==> src/rtl/proxy_pkg.sv <==
package proxy_pkg;
  typedef enum logic [2:0] {
    ST_IDLE,
    ST_CALL,
    ST_CANCEL,
    ST_LOCATE,
    ST_FAIL
  } proxy_st_e;
endpackage

==> src/rtl/proxy_timer.sv <==
module proxy_timer #(
  parameter int TIMEOUT = 16
) (
  input  logic clk_i,
  input  logic rst_ni,
  input  logic run_i,
  output logic expire_o
);
  localparam int CW = (TIMEOUT > 2) ? $clog2(TIMEOUT) : 1;
  localparam logic [CW-1:0] LAST = CW'(TIMEOUT - 1);

  logic [CW-1:0] cnt_q;

  assign expire_o = run_i && (cnt_q == LAST);

  always_ff @(posedge clk_i or negedge rst_ni) begin
    if (!rst_ni)                 cnt_q <= '0;
    else if (!run_i || expire_o) cnt_q <= '0;
    else                         cnt_q <= cnt_q + 1'b1;
  end
endmodule

==> src/rtl/proxy_addr_cache.sv <==
module proxy_addr_cache #(
  parameter int              ADDR_W    = 16,
  parameter logic [ADDR_W-1:0] INIT_ADDR = '0
) (
  input  logic              clk_i,
  input  logic              rst_ni,
  input  logic              load_i,
  input  logic [ADDR_W-1:0] addr_i,
  output logic [ADDR_W-1:0] addr_o
);
  always_ff @(posedge clk_i or negedge rst_ni) begin
    if (!rst_ni)     addr_o <= INIT_ADDR;
    else if (load_i) addr_o <= addr_i;
  end
endmodule

==> src/rtl/inv_proxy.sv <==
module inv_proxy
  import proxy_pkg::*;
#(
  parameter int                ADDR_W    = 16,
  parameter int                DATA_W    = 32,
  parameter int                MOD_W     = 8,
  parameter int                INST_W    = 8,
  parameter logic [MOD_W-1:0]  MOD_ID    = 8'h3C,
  parameter logic [INST_W-1:0] INST_ID   = 8'h05,
  parameter logic [ADDR_W-1:0] INIT_ADDR = 16'h0100,
  parameter logic [ADDR_W-1:0] LOC_ADDR  = 16'hFF00,
  parameter int                TIMEOUT   = 16
) (
  input  logic              clk_i,
  input  logic              rst_ni,
  input  logic              inv_valid_i,
  output logic              inv_ready_o,
  input  logic [DATA_W-1:0] inv_data_i,
  output logic              inv_done_o,
  output logic              inv_exc_o,
  output logic [DATA_W-1:0] inv_rdata_o,
  output logic              bus_req_o,
  output logic [ADDR_W-1:0] bus_addr_o,
  output logic [DATA_W-1:0] bus_wdata_o,
  output logic              bus_cancel_o,
  input  logic              bus_ack_i,
  input  logic              bus_err_i,
  input  logic [DATA_W-1:0] bus_rdata_i
);
  localparam int OID_W = MOD_W + INST_W;
  localparam logic [OID_W-1:0] OBJ_ID = {MOD_ID, INST_ID};

  proxy_st_e         st_q;
  logic [DATA_W-1:0] data_q;
  logic              relocated_q;
  logic              go_loc_q;
  logic              fail_dead_q;
  logic              dead_q;
  logic [ADDR_W-1:0] cache_addr;
  logic              in_call, in_loc, run, expire, loc_ok, reject;

  assign in_call = (st_q == ST_CALL);
  assign in_loc  = (st_q == ST_LOCATE);
  assign loc_ok  = in_loc && bus_ack_i;
  // timer runs only while a request waits for its answer
  assign run     = (in_call && !bus_ack_i) || (in_loc && !bus_ack_i && !bus_err_i);
  assign reject  = (st_q == ST_IDLE) && inv_valid_i && dead_q;

  proxy_timer #(.TIMEOUT(TIMEOUT)) u_timer (
    .clk_i    (clk_i),
    .rst_ni   (rst_ni),
    .run_i    (run),
    .expire_o (expire)
  );

  proxy_addr_cache #(.ADDR_W(ADDR_W), .INIT_ADDR(INIT_ADDR)) u_cache (
    .clk_i  (clk_i),
    .rst_ni (rst_ni),
    .load_i (loc_ok),
    .addr_i (bus_rdata_i[ADDR_W-1:0]),
    .addr_o (cache_addr)
  );

  always_ff @(posedge clk_i or negedge rst_ni) begin
    if (!rst_ni) begin
      st_q        <= ST_IDLE;
      data_q      <= '0;
      relocated_q <= 1'b0;
      go_loc_q    <= 1'b0;
      fail_dead_q <= 1'b0;
      dead_q      <= 1'b0;
    end else begin
      unique case (st_q)
        ST_IDLE: if (inv_valid_i && !dead_q) begin
          data_q      <= inv_data_i;
          relocated_q <= 1'b0;
          st_q        <= ST_CALL;
        end
        ST_CALL: begin
          if (bus_ack_i) st_q <= ST_IDLE;
          else if (expire) begin
            go_loc_q <= !relocated_q;
            st_q     <= ST_CANCEL;
          end
        end
        ST_CANCEL: begin
          fail_dead_q <= 1'b0;
          st_q        <= go_loc_q ? ST_LOCATE : ST_FAIL;
        end
        ST_LOCATE: begin
          if (bus_ack_i) begin
            relocated_q <= 1'b1;
            st_q        <= ST_CALL;
          end else if (bus_err_i) begin
            fail_dead_q <= 1'b1;
            st_q        <= ST_FAIL;
          end else if (expire) begin
            go_loc_q <= 1'b0;
            st_q     <= ST_CANCEL;
          end
        end
        ST_FAIL: begin
          dead_q <= fail_dead_q;
          st_q   <= ST_IDLE;
        end
        default: st_q <= ST_IDLE;
      endcase
    end
  end

  assign inv_ready_o  = (st_q == ST_IDLE);
  assign bus_req_o    = in_call || in_loc;
  assign bus_addr_o   = in_loc ? LOC_ADDR : cache_addr;
  assign bus_wdata_o  = in_loc ? DATA_W'(OBJ_ID) : data_q;
  assign bus_cancel_o = (st_q == ST_CANCEL);
  assign inv_done_o   = (in_call && bus_ack_i) || (st_q == ST_FAIL) || reject;
  assign inv_exc_o    = (st_q == ST_FAIL) || reject;
  assign inv_rdata_o  = bus_rdata_i;
endmodule

==> config.mk <==
export PLATFORM = sky130hd
export DESIGN_NAME = inv_proxy
export DESIGN_NICKNAME = d
export VERILOG_FILES = /design/src/rtl/proxy_pkg.sv /design/src/rtl/proxy_timer.sv /design/src/rtl/proxy_addr_cache.sv /design/src/rtl/inv_proxy.sv
export SDC_FILE = /design/constraint.sdc
export NUM_CORES = 1
export LEC_CHECK = 0
export BUFFER_PORTS_ARGS = -buffer_cell sky130_fd_sc_hd__buf_2
export CORE_MARGIN = 2
export CORE_UTILIZATION = 41
export CTS_CLUSTER_SIZE = 20
export DETAILED_ROUTE_END_ITERATION = 10
export PLACE_DENSITY = 0.77
export SLEW_MARGIN = 20
export SYNTH_ARGS = -nofsm -noshare
export SYNTH_HDL_FRONTEND = slang
export SYNTH_SLANG_ARGS = --single-unit
==> constraint.sdc <==
create_clock -name clk_i -period 1.3 [get_ports clk_i]
set_input_delay 0.065 -clock clk_i [delete_from_list [all_inputs] [get_ports clk_i]]
set_output_delay 0.065 -clock clk_i [all_outputs]
set_load 0.005 [all_outputs]
Yosys cells after proc, flatten, opt, wreduce, memory -nomap -nowiden
Index checks and enable logic that the tools add are counted.
{"block": "word_totals", "register_bits": 59, "latch_bits": 0, "mem_bits_rw": 0, "mem_bits_ro": 0, "inputBits": 69, "memories": 0}
{"block": "op_classes", "add_sub_neg": 1, "mul": 0, "div": 0, "magnitude_cmp": 0, "eq_ne": 13, "n_shift": 0, "mux": 22, "bitwise_logic": 0, "n_reduce_logical": 28}
{"operator": "2-to-1 mux 32 bit", "count": 1}
{"operator": "2-to-1 mux 3 bit", "count": 6}
{"operator": "2-to-1 mux 16 bit", "count": 1}
{"operator": "case mux 3 bit (4 select lines)", "count": 1}
{"operator": "!= test 2 bit, second input constant", "count": 5}
{"operator": "logical AND 1 bit", "count": 9}
{"operator": "2-to-1 mux 1 bit", "count": 9}
{"operator": "== test 3 x 2 -> 1 bit, second input constant", "count": 2}
{"operator": "logical OR 1 bit", "count": 6}
{"operator": "!= test 2 x 1 -> 1 bit, second input constant", "count": 3}
{"operator": "case mux 1 bit (2 select lines)", "count": 3}
{"operator": "AND reduction 3 bit", "count": 2}
{"operator": "AND reduction 6 bit", "count": 1}
{"operator": "nonzero test 2 bit", "count": 3}
{"operator": "logical NOT 1 bit", "count": 5}
{"operator": "adder 4 x 1 -> 4 bit, second input constant", "count": 1}
{"operator": "== test 4 bit, second input constant", "count": 1}
{"operator": "2-to-1 mux 4 bit", "count": 1}
{"operator": "== test 3 x 1 -> 1 bit, second input constant", "count": 1}
{"operator": "== test 3 bit, second input constant", "count": 1}
{"operator": "logical NOT 3 bit", "count": 1}
{"operator": "AND reduction 2 bit", "count": 1}

Longest topological paths before layout
Gate-level depths: netlist of run 1.
{"block": "depth", "ltp_word": 9, "ltp_mapped": 5, "depth_no_buf": 4}

Hierarchy
From an unflattened synthesis of run 1, not the netlist that was laid out.
{"block": "unflattened", "hier_cells": 246, "area_unflattened_um2": 3088.0}
{"mod": "inv_proxy", "instances": 1, "cells_per_inst": 197, "area_each_um2": 2263.4}
{"mod": "proxy_addr_cache", "instances": 1, "cells_per_inst": 34, "area_each_um2": 650.6}
{"mod": "proxy_timer", "instances": 1, "cells_per_inst": 15, "area_each_um2": 173.9}

Worst setup path after synthesis of run 1
No wires, ideal clock.
{"block": "synth_path", "kind": "reg-to-reg", "startpoint": "register st_q[2]", "endpoint": "register u_cache.addr_o[14]", "setup_ps": 127, "arrival_ps": 1251, "t_required_ps": 1173, "path_slack_ps": -78, "path_stages_with_launch": 6, "n_path_buf": 2, "period_less_slack_ps": 1378, "path_cell_list": "dfrtp_1 -> nor2b_1 -> buf_4 -> nand3_4 -> buf_6 -> mux2_1"}
{"block": "synth_between", "elab_chain_len": 2}
{"element": "start, declared", "line": "inv_proxy.sv:33", "text": "proxy_st_e st_q;"}
{"element": "start signal, assigned", "line": "inv_proxy.sv:88", "text": "st_q <= go_loc_q ? ST_LOCATE : ST_FAIL;"}
{"element": "== test 3 x 2 -> 1 bit", "line": "inv_proxy.sv:43", "text": "assign in_loc = (st_q == ST_LOCATE);"}
{"element": "logical AND 1 bit", "line": "inv_proxy.sv:44", "text": "assign loc_ok = in_loc && bus_ack_i;"}
{"element": "end signal, assigned", "line": "proxy_addr_cache.sv:13", "text": "else if (load_i) addr_o <= addr_i;"}
{"element": "end, declared", "line": "proxy_addr_cache.sv:9", "text": "output logic [ADDR_W-1:0] addr_o"}
No other way between the ends.
A chain may end at the register's enable or synchronous reset.

Final worst setup path of run 1
{"block": "layout_path", "startpoint": "register st_q[1]", "endpoint": "output bus_addr_o[11]"}
{"block": "layout_between", "elab_chain_len": 2}
{"element": "== test 3 x 2 -> 1 bit", "line": "inv_proxy.sv:43"}
{"element": "2-to-1 mux 16 bit", "line": "inv_proxy.sv:113", "text": "assign bus_addr_o = in_loc ? LOC_ADDR : cache_addr;"}
{"element": "end, declared", "line": "inv_proxy.sv:23", "text": "output logic [ADDR_W-1:0] bus_addr_o,"}
No other way between the ends.

==> results of run 1 <==
[cell usage after synthesis, drive strengths merged (2+ instances only)]
| cell type | n |
|---|---|
| buf | 40 |
| or2b | 3 |
| a21oi | 2 |
| nor3 | 4 |
| nor4 | 2 |
| dfrtp | 58 |
| nor2b | 2 |
| a31oi | 2 |
| nor2 | 6 |
| inv | 3 |
| clkbuf | 5 |
| nand3b | 2 |
| nand2b | 12 |
| and2 | 34 |
| nand3 | 2 |
| mux2 | 49 |
| nand2 | 4 |
[timing repair]
action,4_1_cts,5_1_grt
resized for setup,55,52
cloned,4,1
endpoints found under the hold margin,107,0
hold buffers,49,0
pin swaps,16,7
buffers inserted,15,12
endpoints found under the setup margin,108,110
[state kept, by name (all words and copies together) (netlist names)]
name / count
data_q: 32
dead_q: 1
fail_dead_q: 1
go_loc_q: 1
relocated_q: 1
st_q: 3
u_cache.addr_o: 16
u_timer.cnt_q: 4
[worst max-delay path by stage]
stage                 start                  to  slack, ns  cells past startpoint
CTS                 st_q[0]      bus_addr_o[13]      -0.36                      6
global route        st_q[1]      bus_addr_o[11]      -0.40                      6
floorplan           st_q[0]  u_cache.addr_o[10]      -0.07                      5
global placement    st_q[2]  u_cache.addr_o[14]      -0.12                      3
finish              st_q[1]      bus_addr_o[11]      -0.36                      6
detailed placement  st_q[2]  u_cache.addr_o[14]      -0.13                      3
[per-layer routing]
metal	vias to the layer above	routed length (um)	part of all wire	global-route usage
li1	1164	-	-	-
met1	1212	3050	0.36	0.219
met2	107	4650	0.55	0.377
met3	20	523	0.062	0.0452
met4	0	204	0.024	0.0909
met5	-	0	0	0
[per-stage QoR]
| step | area (um^2) | cells | power [mW] | setup TNS, ns | util |
|---|---|---|---|---|---|
| 3_3_place_gp | 3520 | 434 | 3.43 | -4.21 | 0.510 |
| 5_1_grt | 4940 | 526 | 6.29 | -33.98 | 0.715 |
| 2_1_floorplan | 2980 | 247 | 2.99 | -2.32 | - |
| 3_5_place_dp | 3520 | 434 | 3.48 | -6.13 | 0.510 |
| 4_1_cts | 4630 | 517 | 5.63 | -23.71 | 0.670 |
| 6_report | 4940 | 526 | 5.98 | -28.87 | 0.715 |
[report_power, final]
group	leakage (nW)	internal, mW	total (mW)	switching (mW)
logic	1.61	1.27	1.95	0.683
clock network	0.103	1.07	1.77	0.698
registers	0.744	2.12	2.25	0.133
total	2.46	4.46	5.98	1.51
[critical path, stage by stage (launching register included)]
cell and delay, ns:
dfrtp_1 0.41, buf_6 0.13, nand3b_1 0.10, buf_6 0.14, buf_8 0.12, or2b_1 0.23
buf_2 0.13
[layout make-up]
class / instances / area [um^2]
Multi-Input combinational cell: 142 / 1400
Timing Repair Buffer: 210 / 1720
Fill cell: 473 / 1970
Sequential cell: 59 / 1480
Tap cell: 96 / 120
Clock inverter: 5 / 77.6
Inverter: 3 / 11.3
Clock buffer: 11 / 131
[logic make-up (layout without fill, tap and decap cells)]
logic type | after synthesis | after routing | synth area share
multiplexers | 49 | 49 | 0.186
XOR/XNOR | 1 | 1 | 0.00296
adder cells (fa/ha/maj) | 1 | 1 | 0.00422
AO/OA/AOI/OAI | 13 | 13 | 0.0321
flip-flops | 59 | 59 | 0.499
AND/OR/NAND/NOR | 76 | 78 | 0.161
buffers and inverters | 48 | 229 | 0.114
==> flow_summary.ini, run 1 <==
[status]
status = complete, but fails checks
violations = setup timing

[sta]
timing.hold.ws_ns = 0.130
setup_viol = 110
rsz0062_at_grt = yes
slew_headroom = 0.688
post-route-period-util = 1.28
fmax_mhz = 603
drv_slew = 0
fin_worst_skew_ns = 0.00802
worstMarginPinSlew_ns = 0.468
period_needed_ns = 1.66
hold_violations = 0
fin_ws_ns = -0.358

[power]
power_density_nw_per_um2 = 1210
leakage_nw = 2.46
vdd_drop_max_uv = 717

[synth]
syn_inst = 247
synth.cell_area_um2 = 2960
synth_top_area_frac = 0.490
yosysSeqAreaShare = 0.499
yosys.area.top_type = dfrtp_1
synth_area_leaders = dfrtp_1 (49%), mux2_2 (18%), buf_4 (8.4%)
ys.flop_type = dfrtp_1
synthesis.nets = 317
ys_ff_latch = 59
postSynthAreaPerCell_um2 = 12.0
yosys_warnings = 0
ys_types = 40
synthArstFlopShare = 1.00
synth_edf_count = 0

[detailed_routing]
via_per_inst = 4.76
antenna_left = 0
dr.pass1.iters = 5
drt_first_iter_violations = 46
dr_total_vias = 2503
wl_per_cell_um = 16.0
drc = 0
routed_wl_mm = 8.43

[worst_setup_path]
critical_path.reg2reg.startpoint = st_q[0]
crit_path_start_kind = flip-flop
r2r_end = data_q[21]
path_max_fanout = 5
endpoint_kind = primary output
r2r_slack_ns = -0.31
arrival_ns = 1.59
cp.required_ns = 1.24
crit_type = reg2out
rr_worst_depth = 6

[global_route]
grt_first_pass_wirelength_mm = 12.1
antenna_found_initial = 0
grt_util_all_layers = 0.203
grt_pass1_vias = 2558
grt_max_degree = 33
grt-ovfl-total = 0

[cts]
clock_path_buffers = 2
cts_buffers = 9
cts-root-buf = clkbuf_8
clk_pin_slew_worst_paths_ns = 0.07
htree_levels = 3
cts_tree = done
cts.sink_count = 59
insertion_delay_ns = 0.33

[cells_and_area]
layout-drive-gt1-share = 0.633
layout_common_cells = buf_2 (96), dfrtp_1 (58), dlygate4sd3_1 (49)
area_growth_pct = 66.8
antenna_cells = 0
layout_commonest_cell = buf_2
nets = 495

[hold_path]
hold_end = inv_rdata_o[16]
hold-path-cell-count = 0
hold_start = bus_rdata_i[16]
hold_class = in2out

[placement]
gp_congestion = 0.821
post-dp-hpwl_mm = 4.41
io_buffer_count = 121
dp_slack_ns = -0.134

[floorplanning]
die_area_um2 = 7920
io_pins = 154
fp.dieW_um = 89.0
rows = 30
die_h_um = 89.0
start_util = 0.429
core_um2 = 6910

[run]
cap_violations = 0
Note: power is estimated with default switching activity, not from simulation.
==> run 2: changes to the inputs <==
TNS_END_PERCENT = 20   (was not set)
==> flow_summary.ini, run 2 (same netlist as run 1, synthesis figures left out) <==
[status]
status = complete, but fails checks
violations = setup timing

[cts]
cts_tree = done
cts_buffers = 9
clock_path_buffers = 2
htree_levels = 3
insertion_delay_ns = 0.32
cts-root-buf = clkbuf_8
cts.sink_count = 59
clk_pin_slew_worst_paths_ns = 0.06

[sta]
hold_violations = 0
setup_viol = 108
fin_ws_ns = -0.337
rsz0062_at_grt = yes
slew_headroom = 0.821
period_needed_ns = 1.64
post-route-period-util = 1.26
fin_worst_skew_ns = 0.00401
worstMarginPinSlew_ns = 0.269
fmax_mhz = 611
drv_slew = 0

[placement]
dp_slack_ns = -0.132
gp_congestion = 0.808
post-dp-hpwl_mm = 4.41
io_buffer_count = 121
dpl_cell_area_um2 = 3510

[detailed_routing]
drt_first_iter_violations = 69
via_per_inst = 4.76
routed_wl_mm = 7.97
dr.pass1.iters = 4
antenna_left = 0
dr_total_vias = 2461
wl_per_cell_um = 15.4
drc = 0

[cells_and_area]
regMostFlops = data_q
multi_input_area_um2 = 1310
largest_reg_flops = 32
nets = 486
fill_cells = 507
utilization = 0.684
ff_latch_area_um2 = 1480
layout_commonest_cell = buf_2
fin_area_um2 = 4720
antenna_cells = 0
area_growth_pct = 59.4
top_regs = data_q: 32 flops, u_cache.addr_o: 16 flops, u_timer.cnt_q: 4 flops
layout_common_cells = buf_2 (94), dfrtp_1 (58), dlygate4sd3_1 (49)
layout-drive-gt1-share = 0.618

[worst_setup_path]
cp.required_ns = 1.24
path_delay_family = buffers and inverters
crit_path_start_kind = flip-flop
critical-path-max-stage-delay_ns = 0.40
critPathBufInv = 4
critPathSlowestCell = dfrtp_1
cp-startpoint = st_q[0]
r2r_slack_ns = -0.25
critical_path.reg2reg.startpoint = st_q[2]
path_max_fanout = 5
crit_top_cell = buf_6
crit_type = reg2out
path_cells = buf_6, nand3b_1, buf_6, buf_6, or2b_1, buf_2
endpoint_kind = primary output
arrival_ns = 1.57

[run]
cap_violations = 0

[power]
p_switching_mw = 1.40
intPower_mw = 3.99
leakage_nw = 2.40
p_seq_frac = 0.420
p_sw_frac = 0.260
power_density_nw_per_um2 = 1140
power_mw = 5.39
vdd_drop_max_uv = 589
p_clk_frac = 0.247
combPwrFrac = 0.333

[floorplanning]
start_util = 0.429
core_um2 = 6910
fp.dieW_um = 89.0
die_h_um = 89.0
rows = 30
io_pins = 154
die_area_um2 = 7920

[global_route]
grt-ovfl-total = 0
grt_pass1_vias = 2432
grtUsageMet1 = 0.214
grt_util_all_layers = 0.188
grt_first_pass_wirelength_mm = 11.3
grt_max_degree = 30
met3_usage = 0.0379
antenna_found_initial = 0
met2_usage = 0.336
grt_busiest_layer = met2

[hold_path]
hold_class = in2reg
hold_start = bus_ack_i
-- run 2: worst paths after layout --
| check | end | cells after the start |
|---|---|---|
| setup / recovery | bus_addr_o[11] | 6 |
| hold / removal | u_timer.cnt_q[1] | 2 |
| setup reg to reg | data_q[16] | 6 |
| hold reg to reg | data_q[10] | 1 |
| max in group asynchronous | u_cache.addr_o[8] | 3 |
| min in group asynchronous | data_q[1] | 2 |
-- run 2: final cells by class --
cell class                      count  share of cell area
Sequential cell                    59               0.313
Clock buffer                       13              0.0294
Tap cell                           96              0.0254
Timing Repair Buffer              203               0.350
Inverter                            3             0.00238
Multi-Input combinational cell    140               0.277
Clock inverter                      3             0.00318
-- run 2: power by group through the flow --
stage          clock, mW  sequential [mW]  combinational [mW]
2_1_floorplan          0             2.23               0.760
3_3_place_gp           0             2.24                1.19
3_5_place_dp           0             2.26                1.22
4_1_cts             1.39             2.23                1.44
5_1_grt             1.48             2.29                1.95
6_report            1.33             2.26                1.80
-- run 2: worst register-to-register path, cell delays in order, from the launching register on --
cell and delay (ns):
dfrtp_1 0.39, buf_6 0.14, buf_6 0.11, nor3_4 0.20, nand3b_4 0.11, buf_12 0.18
mux2_2 0.30
-- run 2: metrics by stage --
step | setup TNS [ns] | std cells | hold WS (ns)
floorplan | -2.91 | 247 | -0.231
global placement | -4.20 | 434 | -0.0618
detailed placement | -4.66 | 434 | -0.0552
CTS | -19.86 | 511 | 0.0710
global route | -30.05 | 517 | 0.118
finish | -23.80 | 517 | 0.110
-- run 2: per-layer routing --
layer / share of wire / vias to the layer above / wire length, um
met2: 0.53 / 107 / 4240
li1: - / 1131 / -
met1: 0.38 / 1199 / 3010
met5: 0 / - / 0
met4: 0.024 / 0 / 188
met3: 0.067 / 24 / 533
-- run 2: what timing repair did --
item	4_1_cts	5_1_grt
setup endpoints to repair	108	110
cloned	4	1
pin swaps	8	25
hold endpoints to repair	106	0
buffers inserted	8	8
hold buffers	49	0
resized for setup	23	71
==> run 3: changes to the inputs <==
PLACE_DENSITY = 0.84   (was 0.77)
==> flow_summary.ini, run 3 (same netlist as run 1, synthesis figures left out) <==
[run]
cap_violations = 0

[cells_and_area]
nets = 473
layout_common_cells = buf_2 (114), dfrtp_1 (58), dlygate4sd3_1 (49)
fill_cells = 572
top_regs = data_q: 32 flops, u_cache.addr_o: 16 flops, u_timer.cnt_q: 4 flops
layout-drive-gt1-share = 0.545
regMostFlops = data_q
layout_commonest_cell = buf_2
antenna_cells = 0
largest_reg_flops = 32
fin_area_um2 = 4330
area_growth_pct = 46.2

[detailed_routing]
dr_total_vias = 2356
routed_wl_mm = 7.33
antenna_left = 0
drc = 0
wl_per_cell_um = 14.6
via_per_inst = 4.68
dr.pass1.iters = 4
drt_first_iter_violations = 91

[sta]
drv_slew = 0
fmax_mhz = 612
rsz0062_at_grt = yes
post-route-period-util = 1.26
slew_headroom = 0.781
hold_violations = 0
setup_viol = 109
fin_worst_skew_ns = 0.00781
period_needed_ns = 1.63
worstMarginPinSlew_ns = 0.328
fin_ws_ns = -0.333

[global_route]
met2_usage = 0.324
grt-ovfl-total = 0
grt_first_pass_wirelength_mm = 10.8
grt_util_all_layers = 0.181
antenna_found_initial = 0
grt_pass1_vias = 2388
grt_busiest_layer = met2
met3_usage = 0.0369
grt_max_degree = 60
grtUsageMet1 = 0.199

[status]
violations = setup timing
status = complete, but fails checks

[placement]
io_buffer_count = 121
gp_congestion = 0.878
dpl_cell_area_um2 = 3490
post-dp-hpwl_mm = 4.28
dp_slack_ns = -0.159

[worst_setup_path]
arrival_ns = 1.57
crit_top_cell = buf_6
endpoint_kind = primary output
cp.depth = 5
r2r_slack_ns = -0.25
path_cells = nand3b_1, buf_6, buf_6, and2_1, buf_2
critical-path-max-stage-delay_ns = 0.42
crit_type = reg2out
critPathBufInv = 3
crit_path_start_kind = flip-flop
path_max_fanout = 8
path_delay_family = buffers and inverters
rr_worst_depth = 5
critPathSlowestCell = dfrtp_1
cp.required_ns = 1.24

[cts]
clock_path_buffers = 2
cts-root-buf = clkbuf_8
htree_levels = 3
cts_tree = done
cts.sink_count = 59
insertion_delay_ns = 0.32
cts_buffers = 9
clk_pin_slew_worst_paths_ns = 0.07

[power]
power_density_nw_per_um2 = 1150
p_sw_frac = 0.264
p_clk_frac = 0.278
leakage_nw = 2.20
vdd_drop_max_uv = 545
p_switching_mw = 1.31
combPwrFrac = 0.271
p_seq_frac = 0.451
intPower_mw = 3.66

[hold_path]
hold_class = in2reg
hold-path-cell-count = 2

[floorplanning]
core_um2 = 6910
die_h_um = 89.0
fp.dieW_um = 89.0
rows = 30
io_pins = 154
die_area_um2 = 7920
start_util = 0.429
[run 3: changes by cell type in the layout (fill, tap and decap cells not counted), moves of 2 or more]
cell / previous run / this run
clkbuf_1: 4 / 2
and2_1: 9 / 29
buf_4: 13 / 11
buf_2: 94 / 114
buf_6: 39 / 14
and2_4: 25 / 5
buf_12: 5 / 2
buf_8: 2 / 0
[run 3: power groups by stage]
stage / Combinational, mW / Sequential (mW) / Clock (mW)
floorplan: 0.760 / 2.23 / 0
global placement: 1.16 / 2.25 / 0
CTS: 1.31 / 2.24 / 1.45
finish: 1.35 / 2.24 / 1.38
detailed placement: 1.19 / 2.27 / 0
global route: 1.47 / 2.28 / 1.54
[run 3: area by class of cell]
| cell class | instances | area, um^2 | share of cell area |
|---|---|---|---|
| flip-flops and latches | 59 | 1480 | 0.341 |
| repair buffers | 190 | 1340 | 0.310 |
| multi-input cells | 140 | 1220 | 0.282 |
| clock buffers | 12 | 145 | 0.0335 |
| well taps | 96 | 120 | 0.0277 |
| clock inverters | 3 | 15.0 | 0.00347 |
| inverters | 3 | 11.3 | 0.00260 |
[run 3: routing by layer]
metal / up-vias / wire length [um] / share of wire
met3: 25 / 457 / 0.062
met5: - / 0 / 0
met2: 114 / 3750 / 0.51
met1: 1106 / 2870 / 0.39
met4: 0 / 246 / 0.034
li1: 1111 / - / -
[run 3: final timing paths]
path                                      to       start
min                         u_timer.cnt_q[3]   bus_ack_i
max in group asynchronous  u_cache.addr_o[8]      rst_ni
max                            bus_addr_o[4]     st_q[2]
min reg2reg                       data_q[28]  data_q[28]
min in group asynchronous         data_q[23]      rst_ni
max reg2reg                       data_q[15]     st_q[1]
[run 3: stage by stage]
stage / util / hold WS [ns] / TNS (ns) / total power, mW / cells
after floorplan: - / -0.231 / -2.91 / 2.99 / 247
after global placement: 0.505 / 0.0924 / -4.89 / 3.41 / 431
after detailed placement: 0.505 / 0.0947 / -6.25 / 3.47 / 431
after CTS: 0.608 / 0.0353 / -27.87 / 5.00 / 500
after global routing: 0.627 / 0.0796 / -30.98 / 5.29 / 503
final: 0.627 / 0.0874 / -23.39 / 4.97 / 503
[run 3: what timing repair did]
action,CTS,global route
resized for setup,6,25
pin swaps,0,8
cloned,1,0
setup endpoints to repair,108,112
hold buffers,49,0
hold endpoints to repair,106,0
buffers inserted,4,3
